==> src/rtl/cmdp_pkg.sv <==
// Shared types and helpers for the ASCII register command parser.
// Assumes 8-bit ASCII bytes; holds no state.
package cmdp_pkg;

    typedef enum logic [2:0] {
        CMD_NONE  = 3'd0,
        CMD_SYNC  = 3'd1,
        CMD_READ  = 3'd2,
        CMD_WRITE = 3'd3,
        CMD_TRIG  = 3'd4
    } cmd_e;

    typedef enum logic [1:0] {
        ST_WAIT   = 2'd0,
        ST_LETTER = 2'd1,
        ST_POST   = 2'd2,
        ST_BODY   = 2'd3
    } pst_e;

    localparam logic [7:0] CH_PLUS = 8'h2B;
    localparam logic [7:0] CH_LF   = 8'h0A;
    localparam logic [7:0] CH_BS   = 8'h08;
    localparam logic [7:0] CH_SP   = 8'h20;
    localparam logic [7:0] CH_TAB  = 8'h09;

    // Uppercase ASCII character for one nibble.
    function automatic logic [7:0] nib_to_ascii(input logic [3:0] n);
        if (n < 4'd10) return 8'h30 + {4'h0, n};
        else           return 8'h37 + {4'h0, n};
    endfunction

endpackage

==> src/rtl/cmdp_lexer.sv <==
// Byte classifier: decodes one received byte into hex digit, separator,
// framing characters and command letter. Purely combinational; case of
// letters is ignored.
module cmdp_lexer
    import cmdp_pkg::*;
(
    input  logic [7:0] byte_i,
    output logic       is_hex,
    output logic [3:0] hex_val,
    output logic       is_sep,
    output logic       is_lf,
    output logic       is_plus,
    output logic       is_bs,
    output cmd_e       cmd
);

    logic [7:0] folded;

    // Fold lowercase letters onto uppercase for the letter compares.
    assign folded = byte_i & 8'hDF;

    // Hex digit detection and value.
    always_comb begin
        is_hex  = 1'b0;
        hex_val = 4'h0;
        if (byte_i >= 8'h30 && byte_i <= 8'h39) begin
            is_hex  = 1'b1;
            hex_val = byte_i[3:0];
        end else if (folded >= 8'h41 && folded <= 8'h46) begin
            is_hex  = 1'b1;
            hex_val = folded[3:0] + 4'd9;
        end
    end

    // Framing and separator bytes.
    assign is_sep  = (byte_i == CH_SP) || (byte_i == CH_TAB);
    assign is_lf   = (byte_i == CH_LF);
    assign is_plus = (byte_i == CH_PLUS);
    assign is_bs   = (byte_i == CH_BS);

    // Command letter decode.
    always_comb begin
        unique case (folded)
            8'h41:   cmd = CMD_SYNC;
            8'h52:   cmd = CMD_READ;
            8'h57:   cmd = CMD_WRITE;
            8'h53:   cmd = CMD_TRIG;
            default: cmd = CMD_NONE;
        endcase
    end

endmodule

==> src/rtl/cmdp_field_acc.sv <==
// Hex field accumulator: shifts in one nibble per push and counts digits.
// Assumes the caller never pushes past the width (it enforces digit limits).
module cmdp_field_acc #(
    parameter int W     = 32,
    parameter int CNT_W = 4
) (
    input  logic             clk,
    input  logic             rst_n,
    input  logic             clr,
    input  logic             push,
    input  logic [3:0]       digit,
    output logic [W-1:0]     value,
    output logic [CNT_W-1:0] count
);

    // Clear takes priority over a push in the same cycle.
    always_ff @(posedge clk) begin
        if (!rst_n || clr) begin
            value <= '0;
            count <= '0;
        end else if (push) begin
            value <= {value[W-5:0], digit};
            count <= count + 1'b1;
        end
    end

endmodule

==> src/rtl/cmdp_hex_tx.sv <==
// Read reply formatter: sends a word as uppercase hex text, MSB nibble first,
// then a line feed, over a valid/ready byte handshake. A load while busy is
// ignored. Assumes DATA_W is a multiple of 4.
module cmdp_hex_tx
    import cmdp_pkg::*;
#(
    parameter int DATA_W = 32
) (
    input  logic              clk,
    input  logic              rst_n,
    input  logic              load,
    input  logic [DATA_W-1:0] word,
    output logic              tx_valid,
    input  logic              tx_ready,
    output logic [7:0]        tx_data
);

    localparam int NIB   = DATA_W / 4;
    localparam int IDX_W = $clog2(NIB + 1);

    logic              busy;
    logic [DATA_W-1:0] shreg;
    logic [IDX_W-1:0]  idx;
    logic              last;

    assign last     = (idx == IDX_W'(NIB));
    assign tx_valid = busy;
    assign tx_data  = last ? CH_LF : nib_to_ascii(shreg[DATA_W-1 -: 4]);

    // Load a word when idle, step one character per accepted byte.
    always_ff @(posedge clk) begin
        if (!rst_n) begin
            busy  <= 1'b0;
            shreg <= '0;
            idx   <= '0;
        end else if (!busy) begin
            if (load) begin
                busy  <= 1'b1;
                shreg <= word;
                idx   <= '0;
            end
        end else if (tx_ready) begin
            if (last) begin
                busy <= 1'b0;
            end else begin
                shreg <= {shreg[DATA_W-5:0], 4'h0};
                idx   <= idx + 1'b1;
            end
        end
    end

endmodule

==> src/rtl/cmd_line_parser.sv <==
// ASCII register command parser. Assembles '+<letter> <hex> ... LF' lines
// from a byte strobe, checks field count, digit limits and module number,
// and pulses one request (or an error) in the cycle after the line feed.
// Read data returned by the bus is formatted back as hex text.
// Assumes at most one received byte per cycle; field widths are multiples
// of 4 and no wider than DATA_W.
module cmd_line_parser
    import cmdp_pkg::*;
#(
    parameter int MOD_W  = 8,
    parameter int ADDR_W = 16,
    parameter int DATA_W = 32,
    parameter int VEC_W  = 16,
    parameter int TRIG_W = 8
) (
    input  logic              clk,
    input  logic              rst_n,
    input  logic              rx_valid,
    input  logic [7:0]        rx_data,
    output logic              rd_req,
    output logic              wr_req,
    output logic              sync_req,
    output logic              trig_req,
    output logic              err_pulse,
    output logic [MOD_W-1:0]  req_module,
    output logic [ADDR_W-1:0] req_addr,
    output logic [DATA_W-1:0] req_data,
    output logic [VEC_W-1:0]  req_vector,
    input  logic              rd_done,
    input  logic [DATA_W-1:0] rd_data,
    output logic              tx_valid,
    input  logic              tx_ready,
    output logic [7:0]        tx_data
);

    localparam int NSLOT    = 3;
    localparam int MOD_DIG  = MOD_W / 4;
    localparam int ADDR_DIG = ADDR_W / 4;
    localparam int DATA_DIG = DATA_W / 4;
    localparam int VEC_DIG  = VEC_W / 4;
    localparam int TRIG_DIG = TRIG_W / 4;
    localparam int DCNT_W   = $clog2(DATA_DIG + 1);

    // Lexer outputs
    logic       lx_hex, lx_sep, lx_lf, lx_plus, lx_bs;
    logic [3:0] lx_val;
    cmd_e       lx_cmd;

    // Line state
    pst_e       state;
    cmd_e       cmd;
    logic       bad;
    logic [1:0] fcnt;
    logic       in_field;

    // Field storage
    logic [DATA_W-1:0] acc_val;
    logic [DCNT_W-1:0] acc_cnt;
    logic [DATA_W-1:0] slot [NSLOT];
    logic [DATA_W-1:0] fin  [NSLOT];
    logic [NSLOT-1:0]  fits;

    // Field limits for the current command
    logic [DCNT_W-1:0] lim [NSLOT];
    logic [1:0]        need;
    logic [DCNT_W-1:0] cur_lim;
    logic [2:0]        nfields;

    // Actions
    logic live, act_start, act_commit, act_push, act_finish, line_ok, mod_zero;

    cmdp_lexer u_lex (
        .byte_i  (rx_data),
        .is_hex  (lx_hex),
        .hex_val (lx_val),
        .is_sep  (lx_sep),
        .is_lf   (lx_lf),
        .is_plus (lx_plus),
        .is_bs   (lx_bs),
        .cmd     (lx_cmd)
    );

    cmdp_field_acc #(.W(DATA_W), .CNT_W(DCNT_W)) u_acc (
        .clk   (clk),
        .rst_n (rst_n),
        .clr   (act_start || act_commit),
        .push  (act_push),
        .digit (lx_val),
        .value (acc_val),
        .count (acc_cnt)
    );

    cmdp_hex_tx #(.DATA_W(DATA_W)) u_tx (
        .clk      (clk),
        .rst_n    (rst_n),
        .load     (rd_done),
        .word     (rd_data),
        .tx_valid (tx_valid),
        .tx_ready (tx_ready),
        .tx_data  (tx_data)
    );

    // Field count and per-field digit limits for each command.
    always_comb begin
        need = 2'd0;
        for (int i = 0; i < NSLOT; i++) lim[i] = '0;
        unique case (cmd)
            CMD_SYNC: begin
                need   = 2'd1;
                lim[0] = DCNT_W'(VEC_DIG);
            end
            CMD_READ: begin
                need   = 2'd2;
                lim[0] = DCNT_W'(MOD_DIG);
                lim[1] = DCNT_W'(ADDR_DIG);
            end
            CMD_WRITE: begin
                need   = 2'd3;
                lim[0] = DCNT_W'(MOD_DIG);
                lim[1] = DCNT_W'(ADDR_DIG);
                lim[2] = DCNT_W'(DATA_DIG);
            end
            CMD_TRIG: begin
                need   = 2'd1;
                lim[0] = DCNT_W'(TRIG_DIG);
            end
            default: need = 2'd0;
        endcase
    end

    // Digit limit of the field now being typed (zero past the last field).
    always_comb begin
        cur_lim = '0;
        for (int i = 0; i < NSLOT; i++)
            if (fcnt == 2'(i) && 2'(i) < need) cur_lim = lim[i];
    end

    // Final field values, overflow check and slot storage per field.
    for (genvar g = 0; g < NSLOT; g++) begin : g_slot
        assign fin[g]  = (in_field && fcnt == 2'(g)) ? acc_val : slot[g];
        assign fits[g] = ((fin[g] >> (4 * lim[g])) == '0);

        // Capture a finished field into its slot; cleared at each '+'.
        always_ff @(posedge clk) begin
            if (!rst_n || act_start)
                slot[g] <= '0;
            else if (act_commit && fcnt == 2'(g))
                slot[g] <= acc_val;
        end
    end

    // Decode the action of the byte now on the input.
    always_comb begin
        live       = rx_valid && !lx_bs;
        act_start  = live && state == ST_WAIT && lx_plus;
        act_commit = live && state == ST_BODY && lx_sep && in_field;
        act_push   = live && state == ST_BODY && lx_hex && (acc_cnt < cur_lim);
        act_finish = live && state != ST_WAIT && lx_lf;
        nfields    = {1'b0, fcnt} + 3'(in_field);
        mod_zero   = (cmd == CMD_READ || cmd == CMD_WRITE) && (fin[0] == '0);
        line_ok    = act_finish && state != ST_LETTER && !bad &&
                     nfields == {1'b0, need} && (&fits) && !mod_zero;
    end

    // Line state machine: framing, command letter, separators and digits.
    always_ff @(posedge clk) begin
        if (!rst_n) begin
            state    <= ST_WAIT;
            cmd      <= CMD_NONE;
            bad      <= 1'b0;
            fcnt     <= '0;
            in_field <= 1'b0;
        end else if (rx_valid) begin
            if (lx_bs) begin
                state <= ST_WAIT;
            end else begin
                unique case (state)
                    ST_WAIT: begin
                        if (lx_plus) begin
                            state    <= ST_LETTER;
                            bad      <= 1'b0;
                            fcnt     <= '0;
                            in_field <= 1'b0;
                        end
                    end
                    ST_LETTER: begin
                        if (lx_lf) begin
                            state <= ST_WAIT;
                        end else begin
                            cmd   <= lx_cmd;
                            bad   <= (lx_cmd == CMD_NONE);
                            state <= ST_POST;
                        end
                    end
                    ST_POST: begin
                        if (lx_lf)       state <= ST_WAIT;
                        else if (lx_sep) state <= ST_BODY;
                        else             bad   <= 1'b1;
                    end
                    ST_BODY: begin
                        if (lx_lf) begin
                            state <= ST_WAIT;
                        end else if (lx_sep) begin
                            if (in_field) begin
                                fcnt     <= fcnt + 1'b1;
                                in_field <= 1'b0;
                            end
                        end else if (lx_hex) begin
                            if (acc_cnt < cur_lim) in_field <= 1'b1;
                            else                   bad      <= 1'b1;
                        end else begin
                            bad <= 1'b1;
                        end
                    end
                    default: state <= ST_WAIT;
                endcase
            end
        end
    end

    // Request pulses and their fields, registered at the line feed.
    always_ff @(posedge clk) begin
        if (!rst_n) begin
            rd_req     <= 1'b0;
            wr_req     <= 1'b0;
            sync_req   <= 1'b0;
            trig_req   <= 1'b0;
            err_pulse  <= 1'b0;
            req_module <= '0;
            req_addr   <= '0;
            req_data   <= '0;
            req_vector <= '0;
        end else begin
            rd_req    <= 1'b0;
            wr_req    <= 1'b0;
            sync_req  <= 1'b0;
            trig_req  <= 1'b0;
            err_pulse <= act_finish && !line_ok;
            if (line_ok) begin
                unique case (cmd)
                    CMD_READ: begin
                        rd_req     <= 1'b1;
                        req_module <= fin[0][MOD_W-1:0];
                        req_addr   <= fin[1][ADDR_W-1:0];
                    end
                    CMD_WRITE: begin
                        wr_req     <= 1'b1;
                        req_module <= fin[0][MOD_W-1:0];
                        req_addr   <= fin[1][ADDR_W-1:0];
                        req_data   <= fin[2];
                    end
                    CMD_SYNC: begin
                        sync_req   <= 1'b1;
                        req_vector <= fin[0][VEC_W-1:0];
                    end
                    CMD_TRIG: begin
                        trig_req   <= 1'b1;
                        req_vector <= fin[0][VEC_W-1:0];
                    end
                    default: err_pulse <= 1'b1;
                endcase
            end
        end
    end

endmodule

==> config.mk <==
export PLATFORM = sky130hd
export DESIGN_NAME = cmd_line_parser
export DESIGN_NICKNAME = d
export VERILOG_FILES = /design/src/rtl/cmdp_pkg.sv /design/src/rtl/cmdp_lexer.sv /design/src/rtl/cmdp_field_acc.sv /design/src/rtl/cmdp_hex_tx.sv /design/src/rtl/cmd_line_parser.sv
export SDC_FILE = /design/constraint.sdc
export NUM_CORES = 1
export LEC_CHECK = 0
export CAP_MARGIN = 0
export CORE_MARGIN = 2
export CORE_UTILIZATION = 59
export CTS_BUF_LIST = sky130_fd_sc_hd__clkbuf_8
export DETAILED_ROUTE_END_ITERATION = 8
export PLACE_DENSITY = 0.83
export SYNTH_ARGS = -nofsm -noshare
export SYNTH_HDL_FRONTEND = slang
export SYNTH_SLANG_ARGS = --single-unit
==> constraint.sdc <==
create_clock -name clk -period 6.1 [get_ports clk]
set_input_delay 0.915 -clock clk [delete_from_list [all_inputs] [get_ports clk]]
set_output_delay 0.915 -clock clk [all_outputs]
set_load 0.005 [all_outputs]
==> metrics.txt <==
status=completed; maxcap violations=0; WL/cell=18.3 um; Post-CTS Resized=0; Total Wirelength=28000 um; ys flop type=dfxtp_1; Synth area leaders=dfxtp_1 27%, edfxtp_1 24%, mux2i_1 9.3%, and2_1 5.3%, mux2_2 4.6%; GRT busiest layer=met2; Setup Buffers After CTS=0; Pwr Density=245 nW/um^2; clock period minus worst slack=3.87 ns; Pwr Total=3.47 mW; post-synthesis register bit count=255; vias in the first global route=8587; Initial DRC Count=649; combinational power share=5.6%; final-report max-slew violation count=0; Die W=146 um; core area=20100 um^2; die area=21500 um^2; startpoint types=input port; R2R Path End=rd_req; Least-Margin Pin Slew=1.17 ns; global-route wire length before repair=44700 um; CTS sink cnt=255; Register Area=6070 um^2; Mean Syn Cell Area=10.6 um^2; Synth top area share=26.6%; Reg clk slew, reported paths=0.06 ns; sequential area share after synthesis=50.6%; Clock Power Share=41.1%; sequential fraction of design power=53.2%; total track usage=25.7%; Static Leak=5.88 nW; gp weighted congestion=0.845; sw frac=23.3%; critical path depth=8; Setup Skew=0.0226 ns; Distinct cells, synth=63; final hold vios=0; VDD IR-drop max=0.166 mV; crit-path max FO=26; Setup crit end=rd_req; Root Buffer=clkbuf_8; worst-skew pair later-pin latency=0.56 ns; Setup crit end kind=register; Port Buffers=129; R2R cell count=9; Int Power=2.66 mW; critical-path cell list=clkdlybuf4s50_1 -> nor4_1 -> nand4b_1 -> a221oi_1 -> o221ai_1 -> and4b_1 -> and2_1 -> and3_1; Via density=5.81; Rows=52; number of remaining DRC errors=0; Layout area overhead=18.4%; GR Overflow Total=0; # IOs=131; R2R Setup Slk=2.44 ns; CP peak stage delay=0.90 ns; Via Count=8906; H-tree levels=2; Rel. slew slack=21.8%; initial antenna violation count=0; crit path kind=in -> reg; P_sw=808 uW; syn_nets=1187; Top delay family on crit path=simple AND/OR/NAND/NOR gates; multi-input logic area=5520 um^2; fillers=1493; Cells after Synth=1127; reg-to-reg startpoint=fcnt[0]; number of buffers and inverters on the critical path=1; Slowest-stage cell, CP=nor4_1; share of cells above drive strength 1=10.6%; Initial Util=59.6%; Final period util=63.5%; post-synth top area cell=dfxtp_1; Antenna Nets Post-Route=0; fmax=0.258 GHz; CP startpoint=rx_data[2]; M3 GR Usage=4.59%; largest net degree at the start of global routing=121; M2 GR Usage=41.4%; Hold WC Path Type=reg -> reg; mapped cell area=12000 um^2; Worst Path Required=6.58 ns; drt pass-1 iters=5; hold_buf cts=0; Fin Setup TNS=0 ns; CTS max path bufs=3; yosys warns=0; EDFF count, synth=96; Final HPWL DP=18300 um; die extent in y=146 um; nets=1293; n_diodes=0; GRT met1 Usage=35.1%; CTS Buf Count=41; async set-reset flop share out of synthesis=0%; Final setup viols=0; CP Data Arrival Time=4.36 ns; RSZ-0062 raised after global routing=no; CTS tree=done
## through the flow
stage,area (um^2),std cells,util [%],setup slack (ns),hold slack (ns)
global placement,13400,1460,66.5,1.79,0.453
global route,14200,1534,70.6,1.93,0.497
CTS,14200,1534,70.6,2.24,0.466
finish,14200,1534,70.6,2.23,0.461
floorplan,12000,1127,-,1.46,0.450
detailed placement,13400,1460,66.5,1.71,0.452
## flip-flops by register name (all words and copies together), names as in the netlist, 2 cells and up
name         cells
req_data        32
u_acc.value     32
u_acc.count      4
u_tx.idx         4
req_module       8
req_addr        16
req_vector      16
slot            96
fcnt             2
state            2
u_tx.shreg      32
cmd              3
## worst min path at each step
stage,from,endpoint,slack (ns),depth (start not counted)
finish,req_module[2],req_module[2],0.46,1
global route,req_module[4],req_module[4],0.50,1
CTS,req_module[2],req_module[2],0.47,1
detailed placement,req_module[2],req_module[2],0.45,1
global placement,req_module[2],req_module[2],0.45,1
floorplan,bad,bad,0.45,2
## metal layers
metal / part of all wire [%] / up-vias
met5: 0 / -
met4: 2.5 / 0
met3: 6.1 / 59
met2: 47 / 322
met1: 45 / 4251
li1: - / 4274
## cell usage in the layout (no fill, tap or decap), drive strengths merged, types with 11 or more instances in the layout
cell type      instances
nand2                 74
nand3                 38
mux2                  49
nor3                  12
a21boi                16
and2                 102
nor3b                 12
mux2i                111
nor2                  66
edfxtp                96
buf                   15
o21ai                 17
nor4b                 11
clkbuf                50
inv                   30
a21oi                 35
nor4                  34
nor2b                 41
dfxtp                159
o211a                 44
clkdlybuf4s50        128
ha                    15
## cell usage after synthesis, types with 2 or more instances
| library cell | number |
|---|---|
| nor2b_1 | 41 |
| nor2_1 | 66 |
| ha_1 | 15 |
| o21bai_1 | 2 |
| nand2b_1 | 5 |
| and2_1 | 102 |
| nor3b_1 | 12 |
| nand4_1 | 7 |
| nor4_1 | 33 |
| edfxtp_1 | 96 |
| clkbuf_1 | 62 |
| mux2_2 | 49 |
| buf_6 | 3 |
| nor3_1 | 12 |
| buf_2 | 13 |
| or3_1 | 8 |
| or2_2 | 5 |
| nor4b_1 | 11 |
| o31ai_1 | 2 |
| and3b_1 | 8 |
| nand2_1 | 74 |
| mux2i_1 | 111 |
| and4b_1 | 2 |
| a21boi_1 | 3 |
| a221oi_1 | 2 |
| o211a_1 | 44 |
| a31oi_1 | 3 |
| nand4b_1 | 3 |
| o21a_1 | 10 |
| o32ai_1 | 2 |
| a21oi_1 | 35 |
| dfxtp_1 | 159 |
| nand3b_1 | 3 |
| or4_1 | 4 |
| a21boi_0 | 13 |
| xor2_1 | 5 |
| and3_1 | 6 |
| inv_1 | 17 |
| nand3_1 | 38 |
| o21ai_0 | 17 |
| a211oi_1 | 2 |
## power by group through the flow
stage	Combinational [mW]	Clock [mW]	Sequential (mW)
final	0.196	1.43	1.85
after global routing	0.215	1.53	1.85
after CTS	0.196	1.45	1.84
after detailed placement	0.195	0	1.88
after global placement	0.192	0	1.88
after floorplan	0.127	0	1.87
## final cells by class
| cell class | count | area share (%) |
|---|---|---|
| Clock buffer | 50 | 4.85 |
| Clock inverter | 24 | 0.820 |
| Inverter | 17 | 0.450 |
| Multi-Input combinational cell | 775 | 38.9 |
| Sequential cell | 255 | 42.8 |
| Tap cell | 270 | 2.38 |
| Timing Repair Buffer | 143 | 9.81 |
## cells by family (layout without fill, tap and decap cells)
logic type                 after synthesis  count (layout)  share of synthesized area, %
buffers and inverters                   97             234                          3.39
and+or+nand+nor                        445             445                          20.7
muxes                                  160             160                          13.9
adders and majority gates               15              15                          1.57
DFF                                    255             255                          50.6
other                                    1               1                        0.0313
AOI/OAI and AO/OA                      148             148                          9.33
xor gates and xnor gates                 6               6                         0.439
Note: power is estimated with default switching activity, not from simulation.
